<file path="config.mk">
export PLATFORM = sky130hd
export DESIGN_NAME = keypad_scanner
export DESIGN_NICKNAME = d
export VERILOG_FILES = /design/src/rtl/kscan_pkg.sv /design/src/rtl/kscan_timer.sv /design/src/rtl/kscan_strobe.sv /design/src/rtl/kscan_sync.sv /design/src/rtl/kscan_tracker.sv /design/src/rtl/keypad_scanner.sv
export SDC_FILE = /design/constraint.sdc
export NUM_CORES = 1
export LEC_CHECK = 0
export ABC_AREA = 1
export BUFFER_PORTS_ARGS = -buffer_cell sky130_fd_sc_hd__buf_2
export CAP_MARGIN = 10
export CORE_ASPECT_RATIO = 0.75
export CORE_UTILIZATION = 50
export CTS_CLUSTER_SIZE = 25
export DETAILED_ROUTE_END_ITERATION = 10
export GPL_TIMING_DRIVEN = 0
export PLACE_DENSITY = 0.79
export RECOVER_POWER = 100
export SYNTH_ARGS = -nofsm -noshare
export SYNTH_HDL_FRONTEND = slang
export SYNTH_SLANG_ARGS = --single-unit
</file>
<file path="constraint.sdc">
create_clock -name clk -period 2.4 [get_ports clk]
set_input_delay 0.12 -clock clk [delete_from_list [all_inputs] [get_ports clk]]
set_output_delay 0.12 -clock clk [all_outputs]
set_load 0.05 [all_outputs]
</file>
<file path="src/rtl/kscan_pkg.sv">
package kscan_pkg;
    localparam int KEYS      = 32;
    localparam int KEY_W     = $clog2(KEYS);
    localparam int SUB_W     = 3;
    localparam int SUBS      = 1 << SUB_W;
    localparam int GROUP     = 8;
    localparam int GROUP_W   = $clog2(GROUP);
    localparam int GROUPS    = KEYS / GROUP;
    localparam int GSEL_W    = KEY_W - GROUP_W;

    // scan position: upper bits pick the key, lower bits the sub-step
    typedef struct packed {
        logic [KEY_W-1:0] key;
        logic [SUB_W-1:0] sub;
    } scan_pos_t;

    typedef struct packed {
        logic             valid;
        logic [KEY_W-1:0] key;
        logic             pressed;
    } key_evt_t;

    function automatic logic [GROUP-1:0] line_decode(input logic [GROUP_W-1:0] sel);
        logic [GROUP-1:0] v;
        v = '0;
        v[sel] = 1'b1;
        return v;
    endfunction
endpackage

</file>
<file path="src/rtl/kscan_timer.sv">
module kscan_timer
    import kscan_pkg::*;
#(
    parameter int STEP_CLKS = 4
) (
    input  logic      clk,
    input  logic      rst,
    output scan_pos_t pos_o,
    output logic      step_end_o
);
    localparam int PW = (STEP_CLKS > 1) ? $clog2(STEP_CLKS) : 1;

    logic [PW-1:0] pre_q;
    scan_pos_t     pos_q;

    assign step_end_o = (pre_q == PW'(STEP_CLKS - 1));
    assign pos_o      = pos_q;

    always_ff @(posedge clk) begin
        if (rst) begin
            pre_q <= '0;
            pos_q <= '0;
        end else if (step_end_o) begin
            pre_q <= '0;
            pos_q <= scan_pos_t'(pos_q + 1'b1);
        end else begin
            pre_q <= pre_q + 1'b1;
        end
    end


    key_advance_chk: assert property (@(posedge clk) disable iff (rst)
        (step_end_o && pos_q.sub == '1) |=> (pos_q.key == KEY_W'($past(pos_q.key) + 1'b1)));
endmodule

</file>
<file path="src/rtl/kscan_strobe.sv">
module kscan_strobe
    import kscan_pkg::*;
(
    input  logic            clk,
    input  logic            rst,
    input  scan_pos_t       pos_i,
    output logic [KEYS-1:0] strobe_o
);
    logic [KEYS-1:0] strobe_d;
    logic [KEYS-1:0] strobe_q;

    // one decoder per group of eight lines, enabled by group select and sub-step 0
    for (genvar g = 0; g < GROUPS; g++) begin : g_grp
        logic grp_en;
        assign grp_en = (pos_i.sub == '0) &&
                        (pos_i.key[KEY_W-1:GROUP_W] == GSEL_W'(g));
        assign strobe_d[g*GROUP +: GROUP] =
            grp_en ? line_decode(pos_i.key[GROUP_W-1:0]) : '0;
    end

    always_ff @(posedge clk) begin
        if (rst) strobe_q <= '0;
        else     strobe_q <= strobe_d;
    end

    assign strobe_o = strobe_q;


    strobe_onehot_chk: assert property (@(posedge clk) disable iff (rst)
        $onehot0(strobe_q));

    strobe_window_chk: assert property (@(posedge clk) disable iff (rst)
        (|strobe_d) |-> (pos_i.sub == '0));

    strobe_reset_chk: assert property (@(posedge clk)
        rst |=> (strobe_q == '0));
endmodule

</file>
<file path="src/rtl/kscan_sync.sv">
module kscan_sync #(
    parameter logic IDLE = 1'b1
) (
    input  logic clk,
    input  logic rst,
    input  logic d_i,
    output logic q_o
);
    logic s1_q;
    logic s2_q;

    always_ff @(posedge clk) begin
        if (rst) begin
            s1_q <= IDLE;
            s2_q <= IDLE;
        end else begin
            s1_q <= d_i;
            s2_q <= s1_q;
        end
    end

    assign q_o = s2_q;
endmodule

</file>
<file path="src/rtl/kscan_tracker.sv">
module kscan_tracker
    import kscan_pkg::*;
#(
    parameter int SAMPLE_STEP = 4
) (
    input  logic      clk,
    input  logic      rst,
    input  scan_pos_t pos_i,
    input  logic      step_end_i,
    input  logic      sense_n_i,
    output key_evt_t  evt_o
);
    logic [KEYS-1:0] held_q;
    key_evt_t        evt_q;
    logic            sample;
    logic            hit;

    assign sample = step_end_i && (pos_i.sub == SUB_W'(SAMPLE_STEP));
    assign hit    = ~sense_n_i;

    always_ff @(posedge clk) begin
        if (rst) begin
            held_q <= '0;
            evt_q  <= '0;
        end else if (sample && (hit != held_q[pos_i.key])) begin
            held_q[pos_i.key] <= hit;
            evt_q.valid       <= 1'b1;
            evt_q.key         <= pos_i.key;
            evt_q.pressed     <= hit;
        end else begin
            evt_q.valid <= 1'b0;
        end
    end

    assign evt_o = evt_q;


    evt_single_chk: assert property (@(posedge clk) disable iff (rst)
        evt_q.valid |=> !evt_q.valid);

    evt_from_sample_chk: assert property (@(posedge clk) disable iff (rst)
        evt_q.valid |-> ($past(sample) && evt_q.key == $past(pos_i.key)));

    evt_level_chk: assert property (@(posedge clk) disable iff (rst)
        evt_q.valid |-> (evt_q.pressed == !$past(sense_n_i)));

    evt_reset_chk: assert property (@(posedge clk)
        rst |=> !evt_q.valid);
endmodule

</file>
<file path="src/rtl/keypad_scanner.sv">
module keypad_scanner
    import kscan_pkg::*;
#(
    parameter int STEP_CLKS   = 4,
    parameter int SAMPLE_STEP = 4
) (
    input  logic        clk,
    input  logic        rst,
    input  logic        sense_n,
    output logic [31:0] strobe,
    output logic        evt_valid,
    output logic [4:0]  evt_key,
    output logic        evt_pressed
);
    scan_pos_t pos;
    logic      step_end;
    logic      sense_sync_n;
    key_evt_t  evt;

    kscan_timer #(.STEP_CLKS(STEP_CLKS)) u_timer (
        .clk(clk), .rst(rst), .pos_o(pos), .step_end_o(step_end)
    );

    kscan_strobe u_strobe (
        .clk(clk), .rst(rst), .pos_i(pos), .strobe_o(strobe)
    );

    kscan_sync #(.IDLE(1'b1)) u_sync (
        .clk(clk), .rst(rst), .d_i(sense_n), .q_o(sense_sync_n)
    );

    kscan_tracker #(.SAMPLE_STEP(SAMPLE_STEP)) u_track (
        .clk(clk), .rst(rst), .pos_i(pos), .step_end_i(step_end),
        .sense_n_i(sense_sync_n), .evt_o(evt)
    );

    assign evt_valid   = evt.valid;
    assign evt_key     = evt.key;
    assign evt_pressed = evt.pressed;
endmodule

</file>
==> impl_metrics.env <==
export IMPL_cts_buffers=9
export IMPL_hold_violations=0
export IMPL_endpoint_kind="flip-flop"
export IMPL_clk_latency_ns=0.36
export IMPL_stdcell_area_mm2=0.00406
export IMPL_routed_wl_um=9830
export IMPL_path_common_cell="nand2_1"
export IMPL_syn_to_final_growth_pct=12.8
export IMPL_die_h_um=75.5
export IMPL_fp_coreArea_mm2=0.00690
export IMPL_overflow=0
export IMPL_route_detailed_drc=0
export IMPL_yosysWarnings=0
export IMPL_period_needed_ns=2.24
export IMPL_synth_most_common_cell="nand2_1"
export IMPL_synth_cell_type_count=25
export IMPL_seqCellArea_mm2=0.00166
export IMPL_fin_util_pct=58.9
export IMPL_ys_seq_elements=83
export IMPL_path_clk_slew_ns=0.09
export IMPL_hp_start="rst"
export IMPL_cts_sinks=83
export IMPL_max_clock_freq_ghz=0.446
export IMPL_cp_top_family="simple AND/OR/NAND/NOR gates"
export IMPL_hp_class="in2reg"
export IMPL_cts_root_buf="clkbuf_8"
export IMPL_rr_worst_depth=12
export IMPL_grt_max_degree=17
export IMPL_nets=558
export IMPL_drive_gt1_share_pct=7.18
export IMPL_report_power_total_uw=2410
export IMPL_avgSynthCellArea_um2=7.20
export IMPL_slowest_delay_ns=0.39
export IMPL_synthArstFlopShare_pct=0
export IMPL_postPlaceCellArea_mm2=0.00392
export IMPL_synth_area_leaders="dfxtp_1 (46%), nand2_1 (13%), nand4_1 (12%)"
export IMPL_synth_top_area_cell="dfxtp_1"
export IMPL_p_leak_uw=0.00143
export IMPL_critical_path_class="reg2reg"
export IMPL_hold_worst_slack_ns=0.261
export IMPL_syn_nets=506
export IMPL_fp_row_count=26
export IMPL_synth_ff_type="dfxtp_1"
export IMPL_yosys_top_cells_count="nand2_1 (128), dfxtp_1 (83), nor2_1 (82)"
export IMPL_holdPathStages=2
export IMPL_drv_cap=0
export IMPL_r2r_start="u_timer.pos_o[4]"
export IMPL_initial_core_util_pct=52.2
export IMPL_detail_route_antenna_nets=0
export IMPL_cp_start_kind="flip-flop"
export IMPL_htreeDepth=3
export IMPL_vias=3686
export IMPL_relSlewSlack_pct=45.4
export IMPL_fin_tns_setup_ns=0
export IMPL_cts_tree="built"
export IMPL_wire_per_inst_um=15.0
export IMPL_die_area_mm2=0.00755
export IMPL_die_width_um=100
export IMPL_timing_reg2reg_setup_slack_ns=0.16
export IMPL_via_per_inst=5.63
export IMPL_grt_pass1_vias=3165
export IMPL_r2r_end="u_track.evt_o[2]"
export IMPL_fin_crit_sh_pct=93.5
export IMPL_synth_edff_count=0
export IMPL_outcome="finished, final reports clean"
export IMPL_p_per_area_mw_per_mm2=594
export IMPL_ys_seq_area_share_pct=46.2
export IMPL_drv_slew=0
export IMPL_cp_slowest_cell="dfxtp_1"
export IMPL_worst_pin_slew_ns=0.811
export IMPL_netlist_area_leader_share_pct=46.2
export IMPL_diodes=0
export IMPL_syn_area_mm2=0.00360
export IMPL_antenna_found_initial=0
export IMPL_clk_path_buf_depth=2
export IMPL_drtIter0Drc=432
export IMPL_fillers=687
export IMPL_cp_data_arrival_time_ns=2.46
export IMPL_vdd_drop_max_mv=0.454
export IMPL_dr_pass1_iters=7
export IMPL_crit_buf_inv=2
export IMPL_port_buffers=40
export IMPL_grtUsageTotal_pct=26.8
export IMPL_rsz0062_at_grt="false"
export IMPL_worstPathRequired_ns=2.62
export IMPL_grt_pass1_wl_um=15500
export IMPL_io_pins=42
export IMPL_path_cells="clkinv_1 -> nand2_1 -> nand2_1 -> nand2_1 -> nand2_1 -> nor2_2 -> nand2_2 -> nand2_1 -> buf_4 -> nand3_1 -> nand2_1 -> a21oi_1"
export IMPL_critPathMaxFanout=10
export IMPL_hold_path_end="u_sync.q_o"
export IMPL_synthCells=500
export IMPL_finalClockSkew_ns=0.00944
export IMPL_final_setup_viol_count=0
export IMPL_multi_input_area_mm2=0.00165
export IMPL_hpwl_um=6860
export IMPL_routabilityCongestion=0.898
[final cells by class]
cell class / count / share of cell area (%)
Sequential cell: 83 / 40.9
Multi-Input combinational cell: 356 / 40.7
Buffer: 32 / 4.19
Timing Repair Buffer: 41 / 3.97
Clock buffer: 9 / 3.05
Tap cell: 98 / 3.02
Inverter: 29 / 2.68
Clock inverter: 7 / 1.48
[placed cells by master, fill, tap and decap left out, types with 2 or more instances in the layout]
master and count:
o211ai_1 2, inv_2 2, nor3_1 4, clkinv_1 4, nor2_2 2, buf_2 7
nand4_1 69, clkinvlp_4 3, dfxtp_1 82, buf_4 3, nand3_1 10, inv_1 23
ha_1 3, a21oi_1 44, or2_2 2, nor2_1 82, nand2_1 128, o21ai_0 5
inv_6 2, buf_6 4, clkbuf_8 9, clkbuf_1 57
[cells by family (layout without fill, tap and decap cells)]
kind of cell	Yosys count	in the layout	synth area share (%)
xor gates and xnor gates	1	1	0.243
DFF	83	83	46.2
and+or+nand+nor	301	301	37.5
adders and majority gates	3	3	1.04
AOI/OAI and AO/OA	51	51	7.23
buffers and inverters	61	118	7.82
[power breakdown]
| group | internal, uW | switching, uW | leakage, uW |
|---|---|---|---|
| clock network | 391 | 549 | 0.0000844 |
| logic | 20.2 | 59.6 | 0.000675 |
| registers | 1390 | 5.20 | 0.000670 |
| total | 1800 | 614 | 0.00143 |
[how the worst max path moves through the flow]
stage / cells past startpoint / from / slack [ns] / to
2_1_floorplan: 14 / u_timer.pos_o[3] / 0.68 / u_track.held_q[10]
3_3_place_gp: 16 / u_timer.pos_o[3] / 0.27 / u_track.held_q[9]
3_5_place_dp: 16 / u_timer.pos_o[3] / 0.21 / u_track.held_q[9]
4_1_cts: 16 / u_timer.pos_o[3] / 0.17 / u_track.held_q[9]
5_1_grt: 15 / u_timer.pos_o[3] / 0.01 / u_track.evt_o[0]
6_report: 12 / u_timer.pos_o[4] / 0.16 / u_track.evt_o[2]
[registers in the layout, indices dropped and copies added (netlist names)]
register / count
u_sync.s1_q: 1
u_track.held_q: 32
u_track.evt_o: 7
u_sync.q_o: 1
u_timer.pos_o: 8
u_timer.pre_q: 2
u_strobe.strobe_o: 32
[metal layers]
layer,share of wire (%),global-route usage (%),vias to the layer above,wire length (um)
li1,-,-,1773,-
met1,45,38.9,1702,4440
met2,43,40.2,185,4250
met3,9.8,5.78,26,964
met4,1.9,7.73,0,182
met5,0,0,-,0
[through the flow]
step                      setup slack [ns]  std cells
after global placement               0.268        638
after CTS                            0.174        655
final                                0.157        655
after detailed placement             0.206        638
after floorplan                      0.678        500
after global routing                0.0108        655
[repair_timing]
| item | CTS | global route |
|---|---|---|
| hold buffers | 1 | 0 |
| setup buffers | 0 | 0 |
| hold endpoints to repair | 1 | 0 |
| gates resized for setup | 0 | 3 |
| setup endpoints to repair | 0 | 15 |
(Power assumes the default switching activity.)
